### config.mk
export PLATFORM = sky130hd
export DESIGN_NAME = mux_bus_latch
export DESIGN_NICKNAME = d
export VERILOG_FILES = /design/src/rtl/mux_bus_latch.sv
export SDC_FILE = /design/constraint.sdc
export NUM_CORES = 1
export LEC_CHECK = 0
export ABC_AREA = 1
export BUFFER_PORTS_ARGS = -buffer_cell sky130_fd_sc_hd__buf_4
export CAP_MARGIN = 20
export CELL_PAD_IN_SITES_DETAIL_PLACEMENT = 0
export CELL_PAD_IN_SITES_GLOBAL_PLACEMENT = 2
export CORE_MARGIN = 8
export CORE_UTILIZATION = 31
export DETAILED_ROUTE_END_ITERATION = 6
export PLACE_DENSITY = 0.94
export SLEW_MARGIN = 10
export SYNTH_ARGS = -nofsm -noshare
export SYNTH_HDL_FRONTEND = slang
export SYNTH_SLANG_ARGS = --single-unit
### constraint.sdc
create_clock -name clk -period 3.2 [get_ports clk]
set_clock_uncertainty 0.1 [all_clocks]
set_input_delay 0.96 -clock clk [delete_from_list [all_inputs] [get_ports clk]]
set_output_delay 0.96 -clock clk [all_outputs]
set_load 0.02 [all_outputs]
### src/rtl/mux_bus_latch.sv
module mux_bus_latch #(
  parameter int W = 12
) (
  input  logic         clk,
  input  logic         rst,
  input  logic [W-1:0] a_in,
  output logic [W-1:0] a_out,
  output logic         a_drv,
  input  logic [W-1:0] b1_in,
  output logic [W-1:0] b1_out,
  output logic         b1_drv,
  input  logic [W-1:0] b2_in,
  output logic [W-1:0] b2_out,
  output logic         b2_drv,
  input  logic         le_ab1,
  input  logic         le_ab2,
  input  logic         le_ba1,
  input  logic         le_ba2,
  input  logic         sel,
  input  logic         oe_a_n,
  input  logic         oe_b1_n,
  input  logic         oe_b2_n
);

  logic [W-1:0] ab1_q, ab2_q, ba1_q, ba2_q;
  logic [W-1:0] ka_q, kb1_q, kb2_q;
  logic [W-1:0] ab1_v, ab2_v, ba1_v, ba2_v, a_src;

  // enable-gated storage, transparent in the enabled cycle
  assign ab1_v = le_ab1 ? a_in  : ab1_q;
  assign ab2_v = le_ab2 ? a_in  : ab2_q;
  assign ba1_v = le_ba1 ? b1_in : ba1_q;
  assign ba2_v = le_ba2 ? b2_in : ba2_q;
  assign a_src = sel ? ba1_v : ba2_v;

  assign a_drv  = ~oe_a_n;
  assign b1_drv = ~oe_b1_n;
  assign b2_drv = ~oe_b2_n;

  assign a_out  = a_drv  ? a_src : ka_q;
  assign b1_out = b1_drv ? ab1_v : kb1_q;
  assign b2_out = b2_drv ? ab2_v : kb2_q;

  always_ff @(posedge clk) begin
    if (rst) begin
      ab1_q <= '0;
      ab2_q <= '0;
      ba1_q <= '0;
      ba2_q <= '0;
    end else begin
      if (le_ab1) ab1_q <= a_in;
      if (le_ab2) ab2_q <= a_in;
      if (le_ba1) ba1_q <= b1_in;
      if (le_ba2) ba2_q <= b2_in;
    end
  end

  // bus-hold keepers follow the driven value
  always_ff @(posedge clk) begin
    if (rst) begin
      ka_q  <= '0;
      kb1_q <= '0;
      kb2_q <= '0;
    end else begin
      if (a_drv)  ka_q  <= a_src;
      if (b1_drv) kb1_q <= ab1_v;
      if (b2_drv) kb2_q <= ab2_v;
    end
  end

  p_thru_r2: assert property (@(posedge clk) disable iff (rst)
    (le_ab1 && !oe_b1_n) |-> b1_out == a_in);

  p_hold_r3: assert property (@(posedge clk) disable iff (rst)
    (!le_ab1 && !oe_b1_n) |=> (le_ab1 || oe_b1_n || $stable(b1_out)));

  p_sel1_r4: assert property (@(posedge clk) disable iff (rst)
    (!oe_a_n && sel && le_ba1) |-> a_out == b1_in);

  p_sel0_r4: assert property (@(posedge clk) disable iff (rst)
    (!oe_a_n && !sel && le_ba2) |-> a_out == b2_in);

  p_keep_r6: assert property (@(posedge clk) disable iff (rst)
    (!oe_b2_n ##1 oe_b2_n) |-> b2_out == $past(b2_out));

  p_float_r6: assert property (@(posedge clk) disable iff (rst)
    oe_a_n |=> (!oe_a_n || $stable(a_out)));

  p_hold_ba_r8: assert property (@(posedge clk) disable iff (rst)
    (!le_ba2 && !oe_a_n && !sel) |=> (le_ba2 || oe_a_n || sel || $stable(a_out)));

endmodule

==> qor.yml <==
grt_pass1_wl_um: 14200
die_h_um: 119
grt_max_degree: 85
first_global_vias: 3002
crit_arrival_ns: 2.02
p_per_area_mw_per_mm2: 576
worst-path-max-fanout: 13
io_pins: 85
clkSinkCount: 84
fmax_ghz: 0.324
ys_seq_area_share_pct: 51.4
period_needed_ns: 3.08
synth_top_family_by_area: "simple AND/OR/NAND/NOR gates"
muxShareOfSynthArea_pct: 0
routed-via-count: 2965
die_w_um: 119
diodes: 0
firstDrtPassIters: 4
grt-ovfl-total: 0
hold_path_class: "flop to flop"
max_cap_violations: 0
tns_ns: 0
cts_hold_buf: 0
ir_drop_mv: 0.252
rows: 37
worstReg2RegEnd: "kb2_q[5]$_SDFF_PP0_"
startpoint_type: "input port"
post_cts_buffers: 0
cp_data_required_time_ns: 2.14
synth-edff-count: 0
synth_top_area_share_pct: 51.4
drt_iter0_drc: 183
ys_top_cells_by_count: "nand2_1, dfxtp_1, nor2_1"
synth.area.top_cells: "dfxtp_1, nand2_1, a21oi_1"
critPathCapture: "a_out[1]"
power_leakage_nw: 2.04
nets: 559
yosysUniqueCellTypes: 13
synth-xor-area-share_pct: 0
dieArea_mm2: 0.0141
synth_nets: 485
synthesis.area_mm2: 0.00327
track_usage_pct: 12.1
post-place-ws_ns: 0.0483
ant_nets: 0
dp_hpwl_um: 6120
setup_viol: 0
yosys_register_bits: 84
synth_compound_area_share_pct: 14.3
gp_congestion: 0.737
drive_above_1_share_pct: 22.8
vias_per_cell: 4.54
rsz0062_at_grt: "true"
cts-root-buf: "clkbuf_8"
reg2reg_depth: 4
worst_slack_ns: 0.116
synth-main-ff-cell: "dfxtp_1"
start_util_pct: 31.9
portBuffers: 84
worstHoldStart: "ka_q[10]$_SDFF_PP0_"
area_growth_pct: 28.9
rr_startpoint: "ab2_q[5]$_SDFF_PP0_"
ys.warnings.count: 0
grt_antenna_before_repair: 0
synthCells: 439
syn_area_per_cell_um2: 7.46
slew_headroom_pct: 41.4
routed_wl_um: 8480
outcome: "complete, no violations"
cts_max_path_buffers: 2
period_share_pct: 96.4
drc: 0
cts_inserted_buffers: 9
post_cts_resized: 0
power_mw: 2.43
finalMaxSlewViolations: 0
fillCellCount: 1101
synth.most_common_cell: "nand2_1"
clock_latency_ns: 0.34
clk_pin_slew_ns: 0.07
async_flop_share_pct: 0
synthSimpleGateAreaFrac_pct: 24.8
h-tree-depth: 3
hold_viol_final: 0
cp-startpoint: "le_ba2"
yosys.area_share.adder_pct: 0
core-area_mm2: 0.0103
worst_slew_pin_slew_ns: 0.879
end_kind: "output pin"
critical_path_class: "input port to output pin"
yosys.area.top_type: "dfxtp_1"
wl_per_cell_um: 13.0
tritoncts: "yes"
rrSetupSlack_ns: 2.15
-- stage by stage --
step | std cells | cell area, um2 | util (%) | hold slack [ns]
CTS | 653 | 4210 | 41.0 | 0.368
detailed placement | 638 | 3980 | 38.7 | 0.358
global placement | 638 | 3980 | 38.7 | 0.352
global route | 653 | 4220 | 41.1 | 0.387
floorplan | 439 | 3270 | - | 0.344
finish | 653 | 4220 | 41.1 | 0.364
-- cells in the final DEF, fill, tap and decap left out --
cell type,synthesis,layout
o21ai_2,13,13
buf_4,5,86
buf_12,0,2
bufinv_16,0,3
nor2_1,48,48
o21ai_1,3,3
o21ai_0,32,32
clkinvlp_4,0,4
clkbuf_8,0,9
nand3_1,36,36
nand2_1,120,120
inv_1,42,40
a21oi_1,36,36
clkinv_4,0,1
dfxtp_1,84,84
-- registers in the layout, summed over array words and instances (netlist names) --
name and count:
ab1_q 12, ab2_q 12, ba1_q 12, ba2_q 12, ka_q 12, kb1_q 12, kb2_q 12
-- cell type report --
class	count	area, um2	area share (%)
inverter	42	165	3.91
multi-input combinational	288	1280	30.3
clock inverter	6	114	2.70
clock buffer	9	124	2.94
sequential	84	1680	39.8
timing repair buffer	88	686	16.2
tap	136	170	4.03
-- report_power, final --
part / leakage, nW / internal [mW] / switching, mW / total [mW]
logic: 1.23 / 0.163 / 0.239 / 0.402
registers: 0.696 / 1.11 / 0.0176 / 1.13
clock network: 0.112 / 0.515 / 0.383 / 0.899
-- layer usage --
metal  vias up  global-route usage (%)  share of wire (%)
li1       1526                       -                  -
met1      1356                    14.6                 46
met2        74                    19.7                 47
met3         9                    3.43                5.7
met4         0                    5.53                1.5
met5         -                       0                  0
-- logic make-up (layout without fill, tap and decap cells) --
family | Yosys count | count (layout)
DFF | 84 | 84
AOI/OAI and AO/OA | 84 | 84
buffers and inverters | 67 | 145
and+or+nand+nor | 204 | 204
-- critical path: stages --
cell and delay [ns]:
buf_4 0.17, clkinvlp_4 0.28, nand2_1 0.16, nand3_1 0.08
nand3_1 0.12, nand2_1 0.09, buf_4 0.16
-- how the worst min path moves through the flow --
stage / depth (start not counted) / slack [ns] / to
global route: 2 / 0.39 / ka_q[10]$_SDFF_PP0_
finish: 2 / 0.36 / ka_q[10]$_SDFF_PP0_
floorplan: 2 / 0.34 / ka_q[10]$_SDFF_PP0_
global placement: 2 / 0.35 / ka_q[10]$_SDFF_PP0_
CTS: 2 / 0.37 / ka_q[10]$_SDFF_PP0_
detailed placement: 2 / 0.36 / ka_q[10]$_SDFF_PP0_
Power figures use the tool's default switching activity.
